`config.mk`:
```
export PLATFORM = sky130hd
export DESIGN_NAME = sfr_access_unit
export DESIGN_NICKNAME = d
export VERILOG_FILES = /design/src/rtl/sfr_pkg.sv /design/src/rtl/sfr_ext_window.sv /design/src/rtl/sfr_addr_decode.sv /design/src/rtl/sfr_bank.sv /design/src/rtl/sfr_access_unit.sv
export SDC_FILE = /design/constraint.sdc
export NUM_CORES = 1
export LEC_CHECK = 0
export BUFFER_PORTS_ARGS = -buffer_cell sky130_fd_sc_hd__buf_2
export CAP_MARGIN = 0
export CELL_PAD_IN_SITES_DETAIL_PLACEMENT = 1
export CELL_PAD_IN_SITES_GLOBAL_PLACEMENT = 2
export CORE_ASPECT_RATIO = 1.5
export CORE_MARGIN = 2
export CORE_UTILIZATION = 49
export DETAILED_ROUTE_END_ITERATION = 10
export PLACE_DENSITY_LB_ADDON = 0.1
export SLEW_MARGIN = 30
export SYNTH_ARGS = -nofsm -noshare
export SYNTH_HDL_FRONTEND = slang
export SYNTH_HIERARCHICAL = 1
export SYNTH_SLANG_ARGS = --single-unit
```
`constraint.sdc`:
```
create_clock -name clk -period 5.4 [get_ports clk]
set_clock_uncertainty 0.05 [all_clocks]
set_input_delay 0.81 -clock clk [delete_from_list [all_inputs] [get_ports clk]]
set_output_delay 0.81 -clock clk [all_outputs]
set_load 0.005 [all_outputs]
```
`src/rtl/sfr_pkg.sv`:
```
package sfr_pkg;

  localparam int SFR_W  = 16;
  localparam int BYTE_W = 8;

  typedef enum logic [1:0] {
    AM_MEM  = 2'd0,
    AM_REG  = 2'd1,
    AM_XFER = 2'd2,
    AM_SPARE = 2'd3
  } sfr_mode_e;

  // Reserved positions: bits 15:12 when index[1:0]==3, bit 7 in the extended area.
  function automatic logic [SFR_W-1:0] rsv_mask(input logic area, input logic [1:0] idx_lo);
    logic [SFR_W-1:0] m;
    m = (idx_lo == 2'b11) ? 16'hF000 : 16'h0000;
    if (area) m = m | 16'h0080;
    return m;
  endfunction

  // Place a byte-wide value in the low or high byte of a word.
  function automatic logic [SFR_W-1:0] place_byte(input logic hi, input logic [BYTE_W-1:0] b);
    return hi ? {b, 8'h00} : {8'h00, b};
  endfunction

  // New register value for a write, before nothing else is applied.
  function automatic logic [SFR_W-1:0] merge_write(
    input logic [SFR_W-1:0]  old_v,
    input logic [SFR_W-1:0]  wdata,
    input logic              word,
    input sfr_mode_e         mode,
    input logic              bitfld,
    input logic              bf_hi,
    input logic              byte_sel,
    input logic [BYTE_W-1:0] bmask,
    input logic [SFR_W-1:0]  rsv
  );
    logic [SFR_W-1:0] v;
    logic [SFR_W-1:0] m16;
    if (bitfld) begin
      m16 = place_byte(bf_hi, bmask);
      v   = (old_v & ~m16) | (place_byte(bf_hi, wdata[7:0]) & m16);
    end else if (word) begin
      v = wdata;
    end else if (mode == AM_REG) begin
      v = place_byte(1'b0, wdata[7:0]);
    end else begin
      v = place_byte(byte_sel, wdata[7:0]);
    end
    return v & ~rsv;
  endfunction

endpackage

```
`src/rtl/sfr_ext_window.sv`:
```
module sfr_ext_window #(
  parameter int MAX_LEN = 4,
  localparam int LEN_W = $clog2(MAX_LEN),
  localparam int CNT_W = $clog2(MAX_LEN + 1)
) (
  input  logic             clk,
  input  logic             rst_n,
  input  logic             acc,
  input  logic             ext_start,
  input  logic [LEN_W-1:0] ext_len,
  output logic             ext_active
);

  logic [CNT_W-1:0] cnt_q;
  logic [CNT_W-1:0] base;
  logic [CNT_W-1:0] cnt_d;

  assign base       = ext_start ? (CNT_W'(ext_len) + CNT_W'(1)) : cnt_q;
  assign ext_active = (base != '0);

  always_comb begin
    cnt_d = base;
    if (acc && base != '0) cnt_d = base - CNT_W'(1);
  end

  always_ff @(posedge clk or negedge rst_n) begin
    if (!rst_n) cnt_q <= '0;
    else        cnt_q <= cnt_d;
  end

  assert_count_bound_R4: assert property (@(posedge clk) disable iff (!rst_n)
    cnt_q <= CNT_W'(MAX_LEN));

  assert_count_step_R4: assert property (@(posedge clk) disable iff (!rst_n)
    (acc && !ext_start && cnt_q != '0) |=> (cnt_q == $past(cnt_q) - CNT_W'(1)));

  assert_idle_hold_R4: assert property (@(posedge clk) disable iff (!rst_n)
    (!acc && !ext_start) |=> $stable(cnt_q));

endmodule

```
`src/rtl/sfr_addr_decode.sv`:
```
module sfr_addr_decode #(
  parameter int AREA_WORDS = 256,
  parameter int IMPL_WORDS = 16,
  localparam int IDX_W  = $clog2(AREA_WORDS),
  localparam int ADDR_W = IDX_W + 2
) (
  input  sfr_pkg::sfr_mode_e mode,
  input  logic [ADDR_W-1:0]  addr,
  input  logic               ext_active,
  output logic               area,
  output logic [IDX_W-1:0]   idx,
  output logic               byte_sel,
  output logic               hit
);
  import sfr_pkg::*;

  always_comb begin
    if (mode == AM_REG) begin
      area     = ext_active;
      idx      = addr[IDX_W-1:0];
      byte_sel = 1'b0;
    end else begin
      area     = addr[ADDR_W-1];
      idx      = addr[IDX_W:1];
      byte_sel = addr[0];
    end
  end

  assign hit = ({1'b0, idx} < (IDX_W+1)'(IMPL_WORDS));

endmodule

```
`src/rtl/sfr_bank.sv`:
```
module sfr_bank #(
  parameter int AREA_WORDS = 256,
  parameter int IMPL_WORDS = 16,
  localparam int IDX_W  = $clog2(AREA_WORDS),
  localparam int IMPL_W = (IMPL_WORDS > 1) ? $clog2(IMPL_WORDS) : 1
) (
  input  logic                     clk,
  input  logic                     rst_n,
  input  logic                     wr_en,
  input  logic                     sel_area,
  input  logic [IDX_W-1:0]         sel_idx,
  input  logic                     sel_hit,
  input  logic [sfr_pkg::SFR_W-1:0] wval,
  output logic [sfr_pkg::SFR_W-1:0] cur_word
);
  import sfr_pkg::*;

  logic [SFR_W-1:0] mem_q [2][IMPL_WORDS];
  logic [IMPL_W-1:0] sel_lo;

  assign sel_lo   = IMPL_W'(sel_idx);
  assign cur_word = sel_hit ? mem_q[sel_area][sel_lo] : '0;

  always_ff @(posedge clk or negedge rst_n) begin
    if (!rst_n) begin
      for (int a = 0; a < 2; a++)
        for (int w = 0; w < IMPL_WORDS; w++)
          mem_q[a][w] <= '0;
    end else if (wr_en && sel_hit) begin
      mem_q[sel_area][sel_lo] <= wval;
    end
  end

  for (genvar a = 0; a < 2; a++) begin : g_area
    for (genvar w = 0; w < IMPL_WORDS; w++) begin : g_word
      localparam logic [1:0] WLO = 2'(w);

      assert_store_R5: assert property (@(posedge clk) disable iff (!rst_n)
        (wr_en && sel_hit && sel_area == 1'(a) && sel_idx == IDX_W'(w))
        |=> (mem_q[a][w] == $past(wval)));

      assert_rsv_clear_R9: assert property (@(posedge clk) disable iff (!rst_n)
        (mem_q[a][w] & rsv_mask(1'(a), WLO)) == '0);
    end
  end

endmodule

```
`src/rtl/sfr_access_unit.sv`:
```
module sfr_access_unit #(
  parameter int AREA_WORDS = 256,
  parameter int IMPL_WORDS = 16,
  parameter int MAX_LEN    = 4,
  localparam int IDX_W  = $clog2(AREA_WORDS),
  localparam int ADDR_W = IDX_W + 2,
  localparam int LEN_W  = $clog2(MAX_LEN)
) (
  input  logic              clk,
  input  logic              rst_n,
  input  logic              req_valid,
  input  logic              req_we,
  input  logic              req_word,
  input  logic [1:0]        req_mode,
  input  logic              req_bitfld,
  input  logic              req_bf_hi,
  input  logic [ADDR_W-1:0] req_addr,
  input  logic [15:0]       req_wdata,
  input  logic [7:0]        req_bmask,
  input  logic              ext_start,
  input  logic [LEN_W-1:0]  ext_len,
  output logic              rd_valid,
  output logic [15:0]       rd_data
);
  import sfr_pkg::*;

  sfr_mode_e        mode;
  logic             ext_active;
  logic             area;
  logic [IDX_W-1:0] idx;
  logic             byte_sel;
  logic             hit;
  logic [SFR_W-1:0] cur_word;
  logic [SFR_W-1:0] rsv;
  logic [SFR_W-1:0] wval;
  logic [SFR_W-1:0] bf_m16;
  logic             wr_ev;
  logic             rd_ev;
  logic             miss_q;

  assign mode   = sfr_mode_e'(req_mode);
  assign wr_ev  = req_valid && req_we && hit;
  assign rd_ev  = req_valid && !req_we;
  assign rsv    = rsv_mask(area, idx[1:0]);
  assign bf_m16 = place_byte(req_bf_hi, req_bmask);

  sfr_ext_window #(.MAX_LEN(MAX_LEN)) u_win (
    .clk        (clk),
    .rst_n      (rst_n),
    .acc        (req_valid),
    .ext_start  (ext_start),
    .ext_len    (ext_len),
    .ext_active (ext_active)
  );

  sfr_addr_decode #(.AREA_WORDS(AREA_WORDS), .IMPL_WORDS(IMPL_WORDS)) u_dec (
    .mode       (mode),
    .addr       (req_addr),
    .ext_active (ext_active),
    .area       (area),
    .idx        (idx),
    .byte_sel   (byte_sel),
    .hit        (hit)
  );

  assign wval = merge_write(cur_word, req_wdata, req_word, mode, req_bitfld,
                            req_bf_hi, byte_sel, req_bmask, rsv);

  sfr_bank #(.AREA_WORDS(AREA_WORDS), .IMPL_WORDS(IMPL_WORDS)) u_bank (
    .clk      (clk),
    .rst_n    (rst_n),
    .wr_en    (wr_ev),
    .sel_area (area),
    .sel_idx  (idx),
    .sel_hit  (hit),
    .wval     (wval),
    .cur_word (cur_word)
  );

  always_ff @(posedge clk or negedge rst_n) begin
    if (!rst_n) begin
      rd_valid <= 1'b0;
      rd_data  <= '0;
      miss_q   <= 1'b0;
    end else begin
      rd_valid <= rd_ev;
      if (rd_ev) begin
        rd_data <= cur_word & ~rsv;
        miss_q  <= !hit;
      end
    end
  end

  // Bit-field writes leave every unselected bit of the word alone.
  assert_bitfield_keep_R8: assert property (@(posedge clk) disable iff (!rst_n)
    (wr_ev && req_bitfld) |-> (((wval ^ cur_word) & ~bf_m16) == '0));

  // Short-address byte writes clear the high byte.
  assert_short_hi_zero_R7: assert property (@(posedge clk) disable iff (!rst_n)
    (wr_ev && mode == AM_REG && !req_word && !req_bitfld) |-> (wval[15:8] == 8'h00));

  // Memory or transfer byte writes clear the non-addressed byte.
  assert_other_byte_zero_R6: assert property (@(posedge clk) disable iff (!rst_n)
    (wr_ev && mode != AM_REG && !req_word && !req_bitfld)
    |-> ((byte_sel ? wval[7:0] : wval[15:8]) == 8'h00));

  assert_unimpl_read_zero_R10: assert property (@(posedge clk) disable iff (!rst_n)
    (rd_valid && miss_q) |-> (rd_data == '0));

  assert_rdvalid_pulse_R11: assert property (@(posedge clk) disable iff (!rst_n)
    (req_valid && req_we) |=> !rd_valid);

  assert_read_rsv_zero_R9: assert property (@(posedge clk) disable iff (!rst_n)
    rd_ev |=> ((rd_data & $past(rsv)) == '0));

endmodule

```
* Yosys cells after proc, flatten, opt, wreduce, memory -nomap -nowiden
Index checks and enable logic that the tools add are counted.
** Operators by class
- $add $sub $neg :: 2
- $lt $le $gt $ge :: 5
- Equality and inequality tests :: 2
- Muxes and demuxes :: 25
- Bitwise operators :: 9
- Reductions and logical operators :: 9
** Operators with widths (number)
- $mux W256 :: 4
- $bwmux W512 :: 1
- $demux W256 S1 :: 1
- $mux W16 :: 11
- $and A16 B16 Y16 :: 4
- $bmux W16 S4 :: 1
- $demux W16 S4 :: 1
- $not A16 Y16 :: 2
- $mux W8 :: 2
- $or A16 B16 Y16 :: 1
- $lt A8 B5 Y1 const B :: 1
- $logic_and A1 B1 Y1 :: 7
- $mux W3 :: 2
- $ge A5 B5 Y1 const B :: 1
- $lt A5 B1 Y1 const B :: 1
- $not A4 Y5 :: 1
- $add A2 B1 Y3 const B :: 1
- $reduce_bool A3 Y1 :: 1
- $sub A3 B1 Y3 const B :: 1
- $eq A2 B1 Y1 const B :: 1
- $eq A2 B2 Y1 const B :: 1
- $ge A2 B2 Y1 const B :: 1
- $lt A2 B1 Y1 const B :: 1
- $mux W1 :: 2
- 2 further kinds :: 2
** Word-level totals
- Register bits after elaboration :: 532
- Input port bits :: 46
- Output and inout port bits :: 17
- Logic and storage cells :: 87

* Depth between registers and ports, before layout
- Depth in word-level cells :: 17
- Depth in mapped cells :: 18
- Gate-level depth less buffers :: 14

* Modules after synthesis
The synthesis kept the hierarchy.
** Modules (own cells, without submodules)
- sfr_bank :: instances 1, cells each 1692, area an instance 23725.3 um^2, seq. area each 12812.3 um^2
- sfr_access_unit :: instances 1, cells each 126, area an instance 1247.4 um^2, seq. area each 425.4 um^2
- sfr_addr_decode :: instances 1, cells each 16, area an instance 188.9 um^2, seq. area each 0.0 um^2
- sfr_ext_window :: instances 1, cells each 15, area an instance 186.4 um^2, seq. area each 75.1 um^2

* Worst setup path before layout
No wires, ideal clock.
- Path type :: in2reg
- From :: in ext_len[0]
- To :: reg u_bank/mem_q[332] (netlist bit)
- Setup time :: 0.128 ns
- Arrival time :: 3.806 ns
- Setup slack :: 1.416 ns
- Stages on the path :: 18
- Path buffers :: 4
- Cells stage by stage :: ha_1 mux2i_1 ha_1 ha_1 inv_1 mux2_4 buf_2 buf_2 buf_2 mux2i_1 o22ai_1 o21ai_0 a41oi_1 a21boi_0 o211ai_1 o311ai_1 clkbuf_1 mux2_1
** Between the ends
- Word-level cells in the longest chain between the ends :: 17
** RTL lines
- start: declaration :: RTL line sfr_access_unit.sv:21 : input logic [LEN_W-1:0] ext_len,
- $add A2 B1 Y3 :: RTL line sfr_ext_window.sv:18 : assign base = ext_start ? (CNT_W'(ext_len) + CNT_W'(1)) : cnt_q;
- $mux W3 :: RTL line sfr_ext_window.sv:18
- $reduce_bool A3 Y1 :: RTL line sfr_ext_window.sv:19 : assign ext_active = (base != '0);
- named net ext_active :: RTL line sfr_access_unit.sv:28 : logic ext_active;
- $mux W1 :: RTL line sfr_addr_decode.sv:18 : if (mode == AM_REG) begin
- named net area :: RTL line sfr_access_unit.sv:29 : logic area;
- $not A1 Y2 (not written as such) :: RTL line sfr_bank.sv:22 : assign cur_word = sel_hit ? mem_q[sel_area][sel_lo] : '0;
- $mux W256 (not written as such) (3 in series) :: RTL line sfr_bank.sv:22
- (+3 left out)
- $mux W16 :: RTL line sfr_bank.sv:22
- named net cur_word[12] :: RTL line sfr_access_unit.sv:33 : logic [SFR_W-1:0] cur_word;
- $and A16 B16 Y16 :: RTL line sfr_pkg.sv:42 : v = (old_v & ~m16) | (place_byte(bf_hi, wdata[7:0]) & m16);
- $or A16 B16 Y16 :: RTL line sfr_pkg.sv:42
- $mux W16 :: RTL line sfr_pkg.sv:40 : if (bitfld) begin
- $and A16 B16 Y16 :: RTL line sfr_pkg.sv:50 : return v & ~rsv;
- named net wval[12] :: RTL line sfr_access_unit.sv:35 : logic [SFR_W-1:0] wval;
- $bwmux W512 :: RTL line sfr_bank.sv:30 : mem_q[sel_area][sel_lo] <= wval;
- end signal: indexed assignment :: RTL line sfr_bank.sv:30
- end: declaration :: RTL line sfr_bank.sv:18 : logic [SFR_W-1:0] mem_q [2][IMPL_WORDS];
The timed path passes the listed nets, and every way through them passes these cells. The select of a mux whose other input is x is not followed.
A chain may end at the register's enable or synchronous reset.

* Worst setup path in the final report
- From :: in ext_len[0]
- To :: reg u_bank/mem_q[307] (netlist bit)
The elaborated chain is that of the path after synthesis.

==> metrics.md <==
| Metric | Value |
|---|---|
| Setup slack, reg-to-reg | `1.01 ns` |
| Final wirelength | `73900 µm` |
| Max_cap viols | `0` |
| VDD IR max | `roughly 0.26 mV` |
| CP peak stage delay | `0.61 ns` |
| Max Freq | `217 MHz` |
| Mapped Cells | `between 1500 and 2000` |
| NumNets Final | `1955` |
| Syn nets | `about 1900` |
| CTS Hold Buffers Added | `0` |
| Die Span X | `~190 µm` |
| Total global routing overflow | `0` |
| WHS | `between 0.2 and 0.25 ns` |
| Cell Pwr Density | `about 300 mW/mm²` |
| Stages on the worst setup path | `17` |
| Via density | `between 6 and 7` |
| CP required | `between 5 and 6 ns` |
| Fin cells | `2622` |
| Gpl congestion | `~0.82` |
| IO buf count | `between 60 and 70` |
| Relative slew slack | `37.2%` |
| Crit Path Max Fanout | `36` |
| # IOs | `63` |
| Clk buf depth | `3` |
| CP Capture Type | `flip-flop` |
| Startpoint Class | `input port` |
| Die Ht | `~280 µm` |
| Initial core utilization | `approximately half` |
| Setup TNS | `0 ns` |
| Vias in the first global route | `between 15000 and 20000` |
| Drt first-iter violations | `between 700 and 800` |
| Layout Area Growth over Synthesis | `13.1%` |
| H-tree depth | `2` |
| Hold Crit Class | `input port to asynchronous set/reset pin` |
| Worst slew pin tran | `~0.94 ns` |
| Cts bufs inserted | `53` |
| Final ANT Viol Nets | `0` |
| Worst-Skew Late Latency | `slightly above 0.6 ns` |
| Static leakage | `14.2 nW` |
| Pre-CTS WS | `~0.19 ns` |
| Setup ws final | `0.785 ns` |
| First-pass DRT Iterations | `4` |
| Initial antenna violation count | `2` |
| Final Total Pwr | `~8.5 mW` |
| DR DRC count | `0` |
| Final Slew Violations | `0` |
| Cts repair resizes | `0` |
| Rows | `102` |
| CORE AREA | `around 0.051 mm²` |
| Period utilisation layout | `between 80% and 90%` |
| Postcts setup bufs | `0` |
| Clk root buf | `clkbuf_16` |
| First-pass GRT wire length | `113000 µm` |
| Delay-heaviest family, CP | `compound AO/OA/AOI/OAI gates` |
| Layout cells sized above 1 | `between 40 and 50%` |
| Synthesized area per cell | `around 14 µm²` |
| DR vias | `15873` |
| Clock sink count | `between 500 and 600` |
| WL/cell | `about 28 µm` |
| CP cell instances | `buf_2, ha_1, mux2i_1, ha_1, ha_1, inv_1, mux2_8, buf_12, buf_12, mux2i_1, o22ai_1, o21ai_0, a41oi_1, nand2_1, mux2i_1, a31o_2, mux2_2` |
| Reg-to-Reg End | `u_bank/mem_q[307]$_DFFE_PN0P_` |
| Crit Path Class | `input port to flip-flop` |
| Post-DP HPWL | `around 48000 µm` |
| Cell count after placement | `approximately 2500` |
| Cell Area, Synth | `around 0.025 mm²` |
| Die area | `around 0.054 mm²` |
| Outcome | `completed` |
| Crit path buf inv count | `4` |
| Global router's overall resource usage | `approximately 28%` |
| Fill count | `4977` |
| Final Setup Violations | `0` |
| RSZ-0062 raised after global routing | `no` |
| Critical-path top delay cell | `a41oi_1` |
| CP arrival | `between 5 and 6 ns` |
| Worst r2r src | `u_win/cnt_q[0]$_DFF_PN0_` |
| R2R depth | `15` |
| Hold Vio Cnt, Final | `0` |
| Pin count of the biggest net entering global routing | `approximately 140` |
| Clock transition at path regs | `roughly 0.060 ns` |
| Final min period | `between 4 and 5 ns` |
| Yosys warning total | `6` |
| CTS tree | `yes` |
power breakdown:
| part | internal (mW) | leakage [nW] | switching (mW) |
|---|---|---|---|
| clock | 2.10 | 0.842 | 1.57 |
| combinational | 0.264 | 5.97 | 0.530 |
| sequential | 4.00 | 7.43 | 0.00673 |
area by class of cell:
type | count | area [µm²] | area share (%)
Sequential cell | 532 | 13300 | 46.5
Clock buffer | 81 | 1580 | 5.53
Tap cell | 676 | 846 | 2.96
Clock inverter | 12 | 124 | 0.433
Multi-Input combinational cell | 1154 | 11300 | 39.6
Antenna cell | 2 | 5.00 | 0.0175
Timing Repair Buffer | 160 | 1390 | 4.87
Inverter | 5 | 18.8 | 0.0656
layout by cell type (no fill, tap or decap), types with 4 or more instances in the layout:
| cell | count |
|---|---|
| buf_2 | 61 |
| a32oi_1 | 4 |
| nor2_4 | 27 |
| mux2_4 | 7 |
| clkbuf_1 | 13 |
| buf_12 | 26 |
| a22o_1 | 4 |
| nand2_2 | 6 |
| mux2i_1 | 271 |
| nand3_1 | 5 |
| nand2b_1 | 11 |
| clkbuf_16 | 53 |
| o22ai_2 | 5 |
| buf_4 | 69 |
| o22ai_1 | 128 |
| a21boi_0 | 4 |
| o21ai_0 | 62 |
| mux2_1 | 46 |
| inv_1 | 4 |
| a41oi_1 | 16 |
| nor2_8 | 4 |
| clkbuf_8 | 15 |
| and3_1 | 5 |
| clkinv_2 | 6 |
| o21ai_1 | 4 |
| nor2b_1 | 5 |
| dfrtp_1 | 532 |
| mux2_2 | 474 |
| nand2_1 | 16 |
per-stage QoR:
stage | util [%] | instance area, µm²
floorplan | - | 25300
global placement | 52.4 | 26900
detailed placement | 52.4 | 26900
CTS | 55.8 | 28600
global route | 55.8 | 28600
finish | 55.8 | 28600
worst max path at each step:
stage	to	slack [ns]	startpoint
3_5_place_dp	u_bank/mem_q[371]$_DFFE_PN0P_	0.19	ext_len[0]
3_3_place_gp	u_bank/mem_q[307]$_DFFE_PN0P_	0.23	ext_len[0]
6_report	u_bank/mem_q[307]$_DFFE_PN0P_	0.79	ext_len[0]
2_1_floorplan	u_bank/mem_q[332]$_DFFE_PN0P_	1.42	ext_len[0]
4_1_cts	u_bank/mem_q[371]$_DFFE_PN0P_	0.77	ext_len[0]
5_1_grt	u_bank/mem_q[307]$_DFFE_PN0P_	0.59	ext_len[0]
flip-flops by register name (all words and copies together) (netlist names):
name,flops
rd_data,16
u_bank/mem_q,512
rd_valid,1
u_win/cnt_q,3
worst register-to-register path: stages, from the launching register on:
cell and delay (ns):
dfrtp_1 0.38, mux2i_2 0.21, ha_1 0.19, ha_1 0.14, inv_1 0.06, mux2_8 0.45, buf_12 0.33, buf_12 0.19
mux2i_1 0.15, o22ai_1 0.21, o21ai_0 0.14, a41oi_1 0.61, nand2_1 0.13, mux2i_1 0.16, a31o_2 0.61, mux2_2 0.33
per-layer routing:
layer	global-route usage (%)	wire, µm	up-vias
met3	3.55	2340	149
met1	35.2	30500	8569
li1	-	-	6878
met2	50.4	38000	277
met5	0	0	-
met4	11.4	3110	0
No activity file was read; power rests on OpenSTA's default activity.
